`config.mk`:
```
export PLATFORM = sky130hd
export DESIGN_NAME = skew_addr_gen
export DESIGN_NICKNAME = d
export VERILOG_FILES = /design/src/rtl/skew_pkg.sv /design/src/rtl/skew_div.sv /design/src/rtl/skew_mulmod.sv /design/src/rtl/skew_gcd.sv /design/src/rtl/skew_stream.sv /design/src/rtl/skew_addr_gen.sv
export SDC_FILE = /design/constraint.sdc
export NUM_CORES = 1
export LEC_CHECK = 0
export CAP_MARGIN = 25
export CELL_PAD_IN_SITES_DETAIL_PLACEMENT = 0
export CELL_PAD_IN_SITES_GLOBAL_PLACEMENT = 2
export CORE_MARGIN = 4
export CORE_UTILIZATION = 42
export CTS_CLUSTER_DIAMETER = 80
export DETAILED_ROUTE_END_ITERATION = 10
export DONT_BUFFER_PORTS = 1
export PLACE_DENSITY_LB_ADDON = 0.1
export SLEW_MARGIN = 0
export SYNTH_ARGS = -nofsm -noshare
export SYNTH_HDL_FRONTEND = slang
export SYNTH_SLANG_ARGS = --single-unit
```
`constraint.sdc`:
```
create_clock -name clk -period 6.8 [get_ports clk]
set_input_delay 0.68 -clock clk [delete_from_list [all_inputs] [get_ports clk]]
set_output_delay 0.68 -clock clk [all_outputs]
set_load 0.01 [all_outputs]
```
`src/rtl/skew_pkg.sv`:
```
package skew_pkg;

   typedef enum logic [1:0] {
      ST_IDLE = 2'd0,
      ST_DIV  = 2'd1,
      ST_MUL  = 2'd2,
      ST_RUN  = 2'd3
   } skew_state_e;

   function automatic bit is_pow2(input int v);
      return (v > 0) && ((v & (v - 1)) == 0);
   endfunction

   function automatic int mod_width(input int m);
      return $clog2(m + 1);
   endfunction

endpackage

```
`src/rtl/skew_div.sv`:
```
module skew_div #(
   parameter int DW      = 16,
   parameter int MODULI  = 17,
   parameter int MW      = 5
) (
   input  logic          clk,
   input  logic          rst_n,
   input  logic          go,
   input  logic [DW-1:0] num,
   output logic [DW-1:0] quo,
   output logic [MW-1:0] rem,
   output logic          fin
);

   localparam logic [MW:0] MODV = (MW+1)'(MODULI);
   localparam int          CW   = $clog2(DW + 1);

   generate
      if (skew_pkg::is_pow2(MODULI)) begin : g_shift
         localparam int          LG   = $clog2(MODULI);
         localparam logic [DW-1:0] MASK = DW'(MODULI - 1);
         always_ff @(posedge clk) begin
            if (!rst_n) begin
               quo <= '0;
               rem <= '0;
               fin <= 1'b0;
            end else begin
               fin <= go;
               if (go) begin
                  quo <= num >> LG;
                  rem <= MW'(num & MASK);
               end
            end
         end
      end else begin : g_serial
         logic [DW-1:0] work;
         logic [CW-1:0] cnt;
         logic          act;
         logic [MW:0]   trial;
         logic          take;

         always_comb begin
            trial = {rem, work[DW-1]};
            take  = (trial >= MODV);
         end

         always_ff @(posedge clk) begin
            if (!rst_n) begin
               work <= '0;
               cnt  <= '0;
               act  <= 1'b0;
               quo  <= '0;
               rem  <= '0;
               fin  <= 1'b0;
            end else begin
               fin <= 1'b0;
               if (go) begin
                  work <= num;
                  quo  <= '0;
                  rem  <= '0;
                  cnt  <= CW'(DW);
                  act  <= 1'b1;
               end else if (act) begin
                  work <= work << 1;
                  quo  <= {quo[DW-2:0], take};
                  rem  <= take ? MW'(trial - MODV) : MW'(trial);
                  cnt  <= cnt - 1'b1;
                  if (cnt == CW'(1)) begin
                     act <= 1'b0;
                     fin <= 1'b1;
                  end
               end
            end
         end
      end
   endgenerate

endmodule

```
`src/rtl/skew_mulmod.sv`:
```
module skew_mulmod #(
   parameter int MODULI = 17,
   parameter int MW     = 5
) (
   input  logic          clk,
   input  logic          rst_n,
   input  logic          go,
   input  logic [MW-1:0] a,
   input  logic [MW-1:0] b,
   output logic [MW-1:0] prod,
   output logic          fin
);

   localparam logic [MW:0] MODV = (MW+1)'(MODULI);
   localparam int          CW   = $clog2(MW + 1);

   logic [MW-1:0] bsh;
   logic [CW-1:0] cnt;
   logic          act;
   logic [MW:0]   dbl, red1, sum, nxt;

   always_comb begin
      dbl  = {prod, 1'b0};
      red1 = (dbl >= MODV) ? dbl - MODV : dbl;
      sum  = red1 + (bsh[MW-1] ? {1'b0, a} : '0);
      nxt  = (sum >= MODV) ? sum - MODV : sum;
   end

   always_ff @(posedge clk) begin
      if (!rst_n) begin
         bsh  <= '0;
         cnt  <= '0;
         act  <= 1'b0;
         prod <= '0;
         fin  <= 1'b0;
      end else begin
         fin <= 1'b0;
         if (go) begin
            bsh  <= b;
            prod <= '0;
            cnt  <= CW'(MW);
            act  <= 1'b1;
         end else if (act) begin
            bsh  <= bsh << 1;
            prod <= MW'(nxt);
            cnt  <= cnt - 1'b1;
            if (cnt == CW'(1)) begin
               act <= 1'b0;
               fin <= 1'b1;
            end
         end
      end
   end

endmodule

```
`src/rtl/skew_gcd.sv`:
```
module skew_gcd #(
   parameter int MW = 5
) (
   input  logic          clk,
   input  logic          rst_n,
   input  logic          go,
   input  logic [MW-1:0] x_in,
   input  logic [MW-1:0] y_in,
   output logic [MW-1:0] g,
   output logic          fin
);

   logic [MW-1:0] x, y;
   logic          act;

   always_ff @(posedge clk) begin
      if (!rst_n) begin
         x   <= '0;
         y   <= '0;
         g   <= '0;
         act <= 1'b0;
         fin <= 1'b0;
      end else begin
         fin <= 1'b0;
         if (go) begin
            x   <= x_in;
            y   <= y_in;
            act <= 1'b1;
         end else if (act) begin
            if (y == '0) begin
               g   <= x;
               act <= 1'b0;
               fin <= 1'b1;
            end else if (x >= y) begin
               x <= x - y;
            end else begin
               x <= y;
               y <= x;
            end
         end
      end
   end

endmodule

```
`src/rtl/skew_stream.sv`:
```
module skew_stream #(
   parameter int IDX_W  = 16,
   parameter int LOC_W  = 16,
   parameter int MODULI = 17,
   parameter int MW     = 5
) (
   input  logic             clk,
   input  logic             rst_n,
   input  logic             load,
   input  logic [MW-1:0]    mod0,
   input  logic [MW-1:0]    res0,
   input  logic [IDX_W-1:0] quo0,
   input  logic [IDX_W-1:0] idx0,
   input  logic [IDX_W-1:0] len,
   input  logic [MW-1:0]    stepm,
   input  logic [LOC_W-1:0] base,
   input  logic             ready,
   output logic             valid,
   output logic [MW-1:0]    module_o,
   output logic [LOC_W-1:0] loc_o,
   output logic [IDX_W-1:0] index_o,
   output logic             last
);

   localparam logic [MW:0]   MODV = (MW+1)'(MODULI);
   localparam logic [MW-1:0] TOP  = MW'(MODULI - 1);

   logic [MW-1:0]    res;
   logic [IDX_W-1:0] left;
   logic [MW:0]      msum;
   logic [MW-1:0]    mnext;
   logic             take;

   always_comb begin
      take  = valid && ready;
      last  = take && (left == IDX_W'(1));
      msum  = {1'b0, module_o} + {1'b0, stepm};
      mnext = (msum >= MODV) ? MW'(msum - MODV) : MW'(msum);
   end

   always_ff @(posedge clk) begin
      if (!rst_n) begin
         valid    <= 1'b0;
         module_o <= '0;
         loc_o    <= '0;
         index_o  <= '0;
         res      <= '0;
         left     <= '0;
      end else if (load) begin
         valid    <= (len != '0);
         module_o <= mod0;
         loc_o    <= base + LOC_W'(quo0);
         index_o  <= idx0;
         res      <= res0;
         left     <= len;
      end else if (take) begin
         left     <= left - 1'b1;
         index_o  <= index_o + 1'b1;
         module_o <= mnext;
         if (left == IDX_W'(1)) begin
            valid <= 1'b0;
         end
         if (res == TOP) begin
            res   <= '0;
            loc_o <= loc_o + 1'b1;
         end else begin
            res <= res + 1'b1;
         end
      end
   end

endmodule

```
`src/rtl/skew_addr_gen.sv`:
```
module skew_addr_gen #(
   parameter int NUM_MODULES = 17,
   parameter int IDX_W       = 16,
   parameter int LOC_W       = 16,
   localparam int MW         = skew_pkg::mod_width(NUM_MODULES)
) (
   input  logic             clk,
   input  logic             rst_n,
   input  logic             start,
   input  logic [IDX_W-1:0] start_idx,
   input  logic [IDX_W-1:0] stride,
   input  logic [IDX_W-1:0] offset,
   input  logic [IDX_W-1:0] count,
   input  logic [LOC_W-1:0] loc_base,
   input  logic             out_ready,
   output logic             out_valid,
   output logic [MW-1:0]    out_module,
   output logic [LOC_W-1:0] out_loc,
   output logic [IDX_W-1:0] out_index,
   output logic             busy,
   output logic             done,
   output logic             conflict_free
);
   import skew_pkg::*;

   localparam int          NDIV = 3;
   localparam int          PW   = IDX_W + MW;
   localparam logic [MW:0] MODV = (MW+1)'(NUM_MODULES);

   generate
      if (NUM_MODULES < 2) begin : g_bad_moduli
         $error("skew_addr_gen: NUM_MODULES must be at least 2");
      end
      if (IDX_W < 2) begin : g_bad_idx
         $error("skew_addr_gen: IDX_W must be at least 2");
      end
      if (LOC_W < 1) begin : g_bad_loc
         $error("skew_addr_gen: LOC_W must be at least 1");
      end
   endgenerate

   skew_state_e      state;
   logic [IDX_W-1:0] s_r, d_r, c_r, n_r;
   logic [LOC_W-1:0] base_r;
   logic             div_go, mg_go, strm_load;
   logic [MW-1:0]    q0_lo_unused;
   logic [IDX_W-1:0] q0_r;
   logic [MW-1:0]    r0_r, dm_r, cm_r, mod0_r;
   logic             mul_seen, gcd_seen;

   logic [IDX_W-1:0] div_num [NDIV];
   logic [IDX_W-1:0] div_quo [NDIV];
   logic [MW-1:0]    div_rem [NDIV];
   logic [NDIV-1:0]  div_fin;

   logic [MW-1:0]    prod, g;
   logic             mul_fin, gcd_fin;
   logic             strm_last;
   logic             both_done;
   logic [MW:0]      m0_sum;
   logic [MW-1:0]    m0_red;
   logic [PW-1:0]    need;

   assign q0_lo_unused = '0;

   always_comb begin
      div_num[0] = s_r;
      div_num[1] = d_r;
      div_num[2] = c_r;
   end

   generate
      for (genvar k = 0; k < NDIV; k++) begin : g_div
         skew_div #(
            .DW     (IDX_W),
            .MODULI (NUM_MODULES),
            .MW     (MW)
         ) u_div (
            .clk   (clk),
            .rst_n (rst_n),
            .go    (div_go),
            .num   (div_num[k]),
            .quo   (div_quo[k]),
            .rem   (div_rem[k]),
            .fin   (div_fin[k])
         );
      end
   endgenerate

   skew_mulmod #(
      .MODULI (NUM_MODULES),
      .MW     (MW)
   ) u_mul (
      .clk   (clk),
      .rst_n (rst_n),
      .go    (mg_go),
      .a     (dm_r),
      .b     (r0_r),
      .prod  (prod),
      .fin   (mul_fin)
   );

   skew_gcd #(
      .MW (MW)
   ) u_gcd (
      .clk   (clk),
      .rst_n (rst_n),
      .go    (mg_go),
      .x_in  (MW'(NUM_MODULES)),
      .y_in  (dm_r),
      .g     (g),
      .fin   (gcd_fin)
   );

   skew_stream #(
      .IDX_W  (IDX_W),
      .LOC_W  (LOC_W),
      .MODULI (NUM_MODULES),
      .MW     (MW)
   ) u_stream (
      .clk      (clk),
      .rst_n    (rst_n),
      .load     (strm_load),
      .mod0     (mod0_r),
      .res0     (r0_r),
      .quo0     (q0_r),
      .idx0     (s_r),
      .len      (n_r),
      .stepm    (dm_r),
      .base     (base_r),
      .ready    (out_ready),
      .valid    (out_valid),
      .module_o (out_module),
      .loc_o    (out_loc),
      .index_o  (out_index),
      .last     (strm_last)
   );

   always_comb begin
      both_done = (mul_seen || mul_fin) && (gcd_seen || gcd_fin);
      m0_sum    = {1'b0, prod} + {1'b0, cm_r};
      m0_red    = (m0_sum >= MODV) ? MW'(m0_sum - MODV) : MW'(m0_sum);
      need      = PW'(n_r) * PW'(g);
      busy      = (state != ST_IDLE);
   end

   always_ff @(posedge clk) begin
      if (!rst_n) begin
         state         <= ST_IDLE;
         s_r           <= '0;
         d_r           <= '0;
         c_r           <= '0;
         n_r           <= '0;
         base_r        <= '0;
         div_go        <= 1'b0;
         mg_go         <= 1'b0;
         strm_load     <= 1'b0;
         q0_r          <= '0;
         r0_r          <= '0;
         dm_r          <= '0;
         cm_r          <= '0;
         mod0_r        <= '0;
         mul_seen      <= 1'b0;
         gcd_seen      <= 1'b0;
         done          <= 1'b0;
         conflict_free <= 1'b0;
      end else begin
         div_go    <= 1'b0;
         mg_go     <= 1'b0;
         strm_load <= 1'b0;
         done      <= 1'b0;
         unique case (state)
            ST_IDLE: begin
               if (start) begin
                  s_r           <= start_idx;
                  d_r           <= stride;
                  c_r           <= offset;
                  n_r           <= count;
                  base_r        <= loc_base;
                  conflict_free <= 1'b0;
                  div_go        <= 1'b1;
                  state         <= ST_DIV;
               end
            end
            ST_DIV: begin
               if (div_fin[0]) begin
                  q0_r     <= div_quo[0];
                  r0_r     <= div_rem[0];
                  dm_r     <= div_rem[1];
                  cm_r     <= div_rem[2];
                  mul_seen <= 1'b0;
                  gcd_seen <= 1'b0;
                  mg_go    <= 1'b1;
                  state    <= ST_MUL;
               end
            end
            ST_MUL: begin
               if (mul_fin) mul_seen <= 1'b1;
               if (gcd_fin) gcd_seen <= 1'b1;
               if (both_done && !mg_go) begin
                  mod0_r        <= m0_red;
                  conflict_free <= (need <= PW'(NUM_MODULES));
                  if (n_r == '0) begin
                     done  <= 1'b1;
                     state <= ST_IDLE;
                  end else begin
                     strm_load <= 1'b1;
                     state     <= ST_RUN;
                  end
               end
            end
            ST_RUN: begin
               if (strm_last) begin
                  done  <= 1'b1;
                  state <= ST_IDLE;
               end
            end
            default: state <= ST_IDLE;
         endcase
      end
   end

endmodule

```
==> metrics.md, run 1 <==
| Metric | Value |
|---|---|
| Synthesized area | 17,200 um2 |
| Flops & latches, synth | 314 |
| Max-slew violations | 0 |
| TritonCTS clock tree | yes |
| Number of flops mapped to enable cells by yosys | 0 |
| # IOs | 125 |
| Clk pin slew, worst setup/hold paths | 0.06 ns |
| Reg2Reg Depth | 16 |
| CP Class | flop to flop |
| Internal power | 3.07 mW |
| Req. time, crit path | 7.26 ns |
| Leak Pwr | 7.38 nW |
| Combinational share of power | 0.055 |
| CP max stage cell | dfxtp_1 |
| Critical Path Max Stage Delay | 0.63 ns |
| Routed Antenna Nets | 0 |
| Slew margin rel. | 0.334 |
| Yosys top cell area share | 0.365 |
| Clock sink total | 314 |
| First-pass GRT wire length | 70.3 mm |
| NetSw | 0.988 mW |
| CTS buffer count | 38 |
| DRC | 0 |
| Port-buffer cells | 0 |
| DP HPWL | 29.9 mm |
| Synth area leaders | dfxtp_1 (36%), a21oi_1 (8.0%), nor2_1 (6.9%), nand2_1 (6.8%), ha_1 (6.6%) |
| DIE AREA | 44,400 um2 |
| GRT Overall Usage | 0.191 |
| R2r startpoint | u_gcd.g[2] |
| Critical Path Source | u_gcd.g[2] |
| Initial core utilization | 0.429 |
| Final setup TNS | 0 ns |
| Hold path depth | 2 |
| Largest net degree at the start of global routing | 156 |
| Status | completed |
| Worst min path class | input port to flop |
| Number of global-route vias before repair | 13,145 |
| Via count | 13,591 |
| CP cell instances | and2_1 > fa_1 > fa_1 > inv_1 > fa_1 > inv_1 > ha_1 > and3_1 > a221o_1 > o221a_2 > o21ai_1 > a21oi_1 > a211o_1 > a21oi_1 > nand4_1 > o31ai_1 |
| Sequential fraction of the synthesis area | 0.365 |
| Sw frac | 0.243 |
| Max cap viols | 0 |
| Share of cells above drive strength 1 | 0.0410 |
| Starting DRT DRC Count | 625 |
| Beginning of the worst hold path | loc_base[9] |
| Peak supply drop | 0.000182 V |
| GRT overflow | 0 |
| Critical Path AT | 5.18 ns |
| Hold-fix buffers, CTS | 0 |
| Fin area | 18,700 um2 |
| CTS Buffer Depth | 3 |
| Reg power frac | 0.478 |
| Ys async rst share | 0 |
| Synth Net Count | 2,355 |
| Synth cell types | 65 |
| Synth Area in Compound Gates | 0.142 |
| Critical path's most frequent cell | fa_1 |
| Via density | 5.18 |
| Synth Flop Type | dfxtp_1 |
| Post-Synth XOR/XNOR Area | 0.0533 |
| RD Place Congestion | 0.824 |
| Post-synthesis simple-gate area fraction | 0.221 |
| Placed Instance Area | 17,500 um2 |
| Synth cell count leaders | nor2_1 (317), dfxtp_1 (314), nand2_1 (312), a21oi_1 (276), clkbuf_1 (97) |
| Critical Path Sink Type | flop |
| Core area | 40,200 um2 |
| Root buf cell | clkbuf_16 |
| WL final | 42.9 mm |
| H-tree level count | 2 |
| Startpoint Class | flop |
| Mean Syn Cell Area | 8.08 um2 |
| Final count of negative-setup-slack endpoints | 0 |
| Antenna violations before repair | 2 |
| Setup Skew | 0.0190 ns |
| Mux cell area share after synthesis | 0.0499 |
| Top-count cell post-synth | nor2_1 |
| Worst-Skew Late Latency | 0.56 ns |
| Largest family of logic cells by synthesized area | simple AND/OR/NAND/NOR gates |
| P per Cell Area | 217 nW/um2 |
| Max Fanout on Critical Path | 17 |
| Number of gates resized after CTS | 0 |
| Area Growth Syn to Fin | 8.54% |
| Synth Instances | 2,133 |
| Die width | 211 um |
| Final hold vios | 0 |
| Tmin final | 4.72 ns |
| RSZ-0062 raised after global routing | false |
| Least-Margin Pin Slew | 0.999 ns |
| Fin crit share | 0.694 |
| Nets | 2,297 |
| Clock group share of total power | 0.467 |
| Drt first pass iters | 5 |
| Share of synthesized cell area in full adder, half adder and majority cells | 0.121 |
| Warnings from Yosys | 0 |
| Highest clock rate | 0.212 GHz |
| Postcts setup bufs | 0 |
| Num rows | 73 |
| Area leader, netlist | dfxtp_1 |
| Die height | 211 um |
| Wire per inst | 16.3 um |
[critical path, delay by kind of cell, from the launching register on]
kind                       cells  cell delay (ns)
adders and majority gates      4             1.86
and+or+nand+nor                3             0.55
AOI/OAI and AO/OA              7             1.48
buffers and inverters          2             0.09
DFF                            1             0.63
[state kept, by name (all words and copies together), names as in the netlist, 5 cells and up]
| signal | cells |
|---|---|
| u_stream.res | 5 |
| g_div.u_div.rem | 15 |
| dm_r | 5 |
| base_r | 16 |
| u_mul.prod | 5 |
| d_r | 16 |
| u_mul.bsh | 5 |
| u_stream.module_o | 5 |
| u_gcd.y | 5 |
| n_r | 16 |
| g_div.u_div.g_serial.cnt | 15 |
| g_div.u_div.quo | 16 |
| u_stream.loc_o | 16 |
| g_div.u_div.g_serial.work | 48 |
| q0_r | 16 |
| u_stream.index_o | 16 |
| mod0_r | 5 |
| cm_r | 5 |
| u_gcd.g | 5 |
| u_stream.left | 16 |
| u_gcd.x | 5 |
| c_r | 16 |
| s_r | 16 |
| r0_r | 5 |
[metrics by stage]
stage	hold slack (ns)	cells	setup slack, ns	util	power, mW
finish	0.251	2626	2.08	0.466	4.06
global route	0.228	2626	1.74	0.466	4.25
CTS	0.214	2623	2.08	0.465	4.14
detailed placement	0.449	2559	2.11	0.436	2.21
global placement	0.447	2558	2.12	0.436	2.20
floorplan	0.431	2133	2.39	-	2.14
[power groups by stage]
stage	clock [mW]	sequential [mW]	combinational (mW)
3_3_place_gp	0	1.98	0.221
4_1_cts	1.97	1.94	0.226
3_5_place_dp	0	1.98	0.225
2_1_floorplan	0	1.96	0.184
6_report	1.90	1.94	0.223
5_1_grt	2.04	1.95	0.256
[metal layers]
layer	share of wire	track usage
met5	0	0
met4	0.020	0.0481
met1	0.49	0.266
met2	0.46	0.309
met3	0.034	0.0351
[cells by family after synthesis]
group                    count (synthesis)
AO/OA/AOI/OAI                          425
buffers and inverters                  206
flip-flops                             314
multiplexers                            86
AND/OR/NAND/NOR                        859
adder cells (fa/ha/maj)                138
XOR/XNOR                               105
[worst paths after layout]
check                  endpoint  slack [ns]
setup reg to reg  conflict_free        2.08
setup / recovery  conflict_free        2.08
hold / removal        base_r[9]        0.25
hold reg to reg        q0_r[15]        0.45
[final cells by class]
type	count	area, um2
Antenna cell	2	5.00
Inverter	96	368
Clock buffer	59	1090
Timing Repair Buffer	12	108
Clock inverter	5	58.8
Sequential cell	314	6290
Tap cell	525	657
Multi-Input combinational cell	1613	10100
Fill cell	4090	21500
[cell usage in the layout (no fill, tap or decap), drive strengths merged, types with 59 or more instances in the layout]
cell    count
nor2      317
dfxtp     314
nand2     313
a21oi     276
inv        97
ha         91
mux2i      86
and2       71
xnor2      66
clkbuf     59
No activity file was read; power rests on OpenSTA's default activity.
==> inputs of run 2 (changes only) <==
Settings changed: ABC_AREA set to 1, CORE_UTILIZATION 42 to 37.
Clock period 6.8 ns to 4.9 ns, I/O delays scaled along.
==> metrics.md, run 2 <==
| Metric | Value |
|---|---|
| Final core utilization | 0.410 (was 0.466) |
| CTS buffer count | 39 (was 38) |
| Internal power | 4.94 mW (was 3.07 mW) |
| GRT Overall Usage | 0.193 (was 0.191) |
| TritonCTS clock tree | yes (unchanged) |
| Via density | 5.07 (was 5.18) |
| Num rows | 80 (was 73) |
| Synthesized area | 17,900 um2 (was 17,200 um2) |
| Synth Flop Type | dfxtp_1 (unchanged) |
| Critical Path AT | 4.71 ns (was 5.18 ns) |
| Area leader, netlist | dfxtp_1 (unchanged) |
| Peak supply drop | 0.000241 V (was 0.000182 V) |
| Startpoint Class | flop (unchanged) |
| Number of flops mapped to enable cells by yosys | 0 (unchanged) |
| Clock group share of total power | 0.391 (was 0.467) |
| Critical path's most frequent cell | nand2_1 (was fa_1) |
| GRT overflow | 0 (unchanged) |
| Wire per inst | 16.4 um (was 16.3 um) |
| Status | completed (unchanged) |
| Max cap viols | 0 (unchanged) |
| Final count of negative-setup-slack endpoints | 0 (unchanged) |
| Synth area leaders | dfxtp_1 (35%), nand2_1 (9.7%), inv_1 (7.3%), o21ai_0 (6.5%), ha_1 (6.4%) (was dfxtp_1 (36%), a21oi_1 (8.0%), nor2_1 (6.9%), nand2_1 (6.8%), ha_1 (6.6%)) |
| Req. time, crit path | 5.39 ns (was 7.26 ns) |
| CP cell instances | nand2_1 > fa_1 > fa_1 > inv_1 > fa_1 > ha_1 > nand2_1 > nor2_1 > nand2_1 > nand3_1 > nand2_1 > nand2_1 > nand2_1 > a21oi_1 > nand3_1 > nor2_1 > nand3_1 > a21oi_1 (was and2_1 > fa_1 > fa_1 > inv_1 > fa_1 > inv_1 > ha_1 > and3_1 > a221o_1 > o221a_2 > o21ai_1 > a21oi_1 > a211o_1 > a21oi_1 > nand4_1 > o31ai_1) |
| Largest delay contributor family on the critical path | adder cells (unchanged) |
| H-tree level count | 2 (unchanged) |
| Reg power frac | 0.442 (was 0.478) |
| Yosys top cell area share | 0.351 (was 0.365) |
| Hold path endpoint | d_r[4] (was base_r[9]) |
| Beginning of the worst hold path | stride[4] (was loc_base[9]) |
| RD Place Congestion | 0.805 (was 0.824) |
| Synth Net Count | 2,734 (was 2,355) |
| N_diodes | 0 (was 2) |
| Synth cell count leaders | nand2_1 (462), inv_1 (347), dfxtp_1 (314), nor2_1 (297), o21ai_0 (233) (was nor2_1 (317), dfxtp_1 (314), nand2_1 (312), a21oi_1 (276), clkbuf_1 (97)) |
| Clk pin slew, worst setup/hold paths | 0.06 ns (about the same) |
| DRC | 0 (unchanged) |
| Final hold vios | 0 (unchanged) |
| R2r startpoint | u_gcd.g[4] (was u_gcd.g[2]) |
| Port-buffer cells | 0 (unchanged) |
| Routed Antenna Nets | 0 (unchanged) |
| Biggest register | g_div.u_div.g_serial.work (unchanged) |
| Hold-fix buffers, CTS | 0 (unchanged) |
| Tmin final | 4.22 ns (was 4.72 ns) |
| Fin crit share | 0.862 (was 0.694) |
| Root buf cell | clkbuf_16 (unchanged) |
| First-pass GRT wire length | 83.0 mm (was 70.3 mm) |
| Least-Margin Pin Slew | 0.910 ns (was 0.999 ns) |
| CTS Buffer Depth | 3 (unchanged) |
| Most common cell after layout, fill and taps aside | nand2_1 (was nor2_1) |
| Number of global-route vias before repair | 15,642 (was 13,145) |
| Combinational share of power | 0.168 (was 0.055) |
| Drt first pass iters | 8 (was 5) |
| Sw frac | 0.312 (was 0.243) |
| NetSw | 2.24 mW (was 0.988 mW) |
| R2R Setup Slk | 0.68 ns (was 2.08 ns) |
| Critical Path Max Stage Delay | 0.73 ns (was 0.63 ns) |
| Final setup TNS | 0 ns (unchanged) |
| Max Fanout on Critical Path | 17 (unchanged) |
| Share of cells above drive strength 1 | 0.0480 (was 0.0410) |
| DIE AREA | 52,000 um2 (was 44,400 um2) |
| Highest clock rate | 0.237 GHz (was 0.212 GHz) |
| Setup Skew | 0.0177 ns (was 0.0190 ns) |
| Number of flip-flops in the largest register | 48 (unchanged) |
| Sequential fraction of the synthesis area | 0.351 (was 0.365) |
| CP max stage cell | dfxtp_1 (unchanged) |
| P per Cell Area | 366 nW/um2 (was 217 nW/um2) |
| Die height | 228 um (was 211 um) |
| # IOs | 125 (unchanged) |
| Area Growth Syn to Fin | 9.50% (was 8.54%) |
| Flops & latches, synth | 314 (unchanged) |
| Number of gates resized after CTS | 0 (unchanged) |
| WL final | 50.7 mm (was 42.9 mm) |
| Max-slew violations | 0 (unchanged) |
| DP HPWL | 35.7 mm (was 29.9 mm) |
| Worst min path class | input port to flop (unchanged) |
| Nets | 2,677 (was 2,297) |
| Initial core utilization | 0.375 (was 0.429) |
| Starting DRT DRC Count | 716 (was 625) |
| Reg2Reg Depth | 18 (was 16) |
| CP Class | flop to flop (unchanged) |
| CP Buf/Inv Count | 1 (was 2) |
| Antenna violations before repair | 0 (was 2) |
| Ys async rst share | 0 (unchanged) |
| Slew margin rel. | 0.391 (was 0.334) |
| Critical Path Sink Type | flop (unchanged) |
| Top-count cell post-synth | nand2_1 (was nor2_1) |
| Synth Instances | 2,512 (was 2,133) |
| Leak Pwr | 8.98 nW (was 7.38 nW) |
| Postcts setup bufs | 0 (unchanged) |
| RSZ-0062 raised after global routing | false (unchanged) |
| Die width | 228 um (was 211 um) |
| Hold path depth | 2 (unchanged) |
| RR Endpoint | conflict_free (unchanged) |
| Core area | 47,800 um2 (was 40,200 um2) |
| Largest net degree at the start of global routing | 200 (was 156) |
| Via count | 15,696 (was 13,591) |
| Most frequent cells in the layout | nand2_1 (462), inv_1 (347), dfxtp_1 (312), nor2_1 (294), o21ai_0 (233) (was nor2_1 (317), nand2_1 (311), dfxtp_1 (311), a21oi_1 (276), inv_1 (94)) |
| Warnings from Yosys | 0 (unchanged) |
| Synth cell types | 60 (was 65) |
| Worst-Skew Late Latency | 0.56 ns (about the same) |
| Mean Syn Cell Area | 7.13 um2 (was 8.08 um2) |
| Clock sink total | 314 (unchanged) |
## run 2: through the flow
stage	instances	hold slack (ns)	setup WS, ns	power, mW	instance area [um2]
2_1_floorplan	2512	0.427	1.02	4.04	17900
3_5_place_dp	3029	0.439	0.672	4.45	18400
5_1_grt	3093	0.0504	0.216	7.63	19600
4_1_cts	3093	0.0317	0.654	7.33	19600
6_report	3093	0.0724	0.677	7.19	19600
3_3_place_gp	3029	0.439	0.692	4.44	18400
## run 2: power by group through the flow
stage                     logic [mW]  registers, mW  clock network, mW
final                           1.20           3.18               2.81
after global placement          1.20           3.23                  0
after CTS                       1.24           3.18               2.91
after global routing            1.40           3.22               3.00
after floorplan                0.937           3.10                  0
after detailed placement        1.23           3.23                  0
## run 2: final cells by class
type / count / area [um2]
fill: 5125 / 28200
multi-input combinational: 1725 / 9850
sequential: 314 / 6290
inverter: 354 / 1330
clock buffer: 55 / 1110
tap: 615 / 769
timing repair buffer: 21 / 158
clock inverter: 9 / 113
## run 2: worst max-delay path by stage
stage / from / end / slack [ns] / cells past startpoint
after floorplan: u_gcd.g[3] / conflict_free / 1.02 / 22
after global placement: u_gcd.g[3] / conflict_free / 0.69 / 20
after detailed placement: u_gcd.g[4] / conflict_free / 0.67 / 18
after CTS: u_gcd.g[4] / conflict_free / 0.65 / 18
after global routing: u_gcd.g[4] / conflict_free / 0.22 / 18
final: u_gcd.g[4] / conflict_free / 0.68 / 18
## run 2: logic make-up after synthesis
group,count (synthesis),share of synthesized area
xor gates and xnor gates,62,0.0311
buffers and inverters,473,0.100
AOI/OAI and AO/OA,569,0.179
and+or+nand+nor,956,0.223
adders and majority gates,138,0.116
DFF,314,0.351
## run 2: routing by layer
| layer | GRT usage | wire (um) | vias to the layer above | share of wire |
|---|---|---|---|---|
| li1 | - | - | 8076 | - |
| met2 | 0.328 | 23700 | 229 | 0.47 |
| met4 | 0.0578 | 1270 | 0 | 0.025 |
| met3 | 0.0304 | 1810 | 71 | 0.036 |
| met5 | 0 | 0 | - | 0 |
| met1 | 0.253 | 23900 | 7320 | 0.47 |
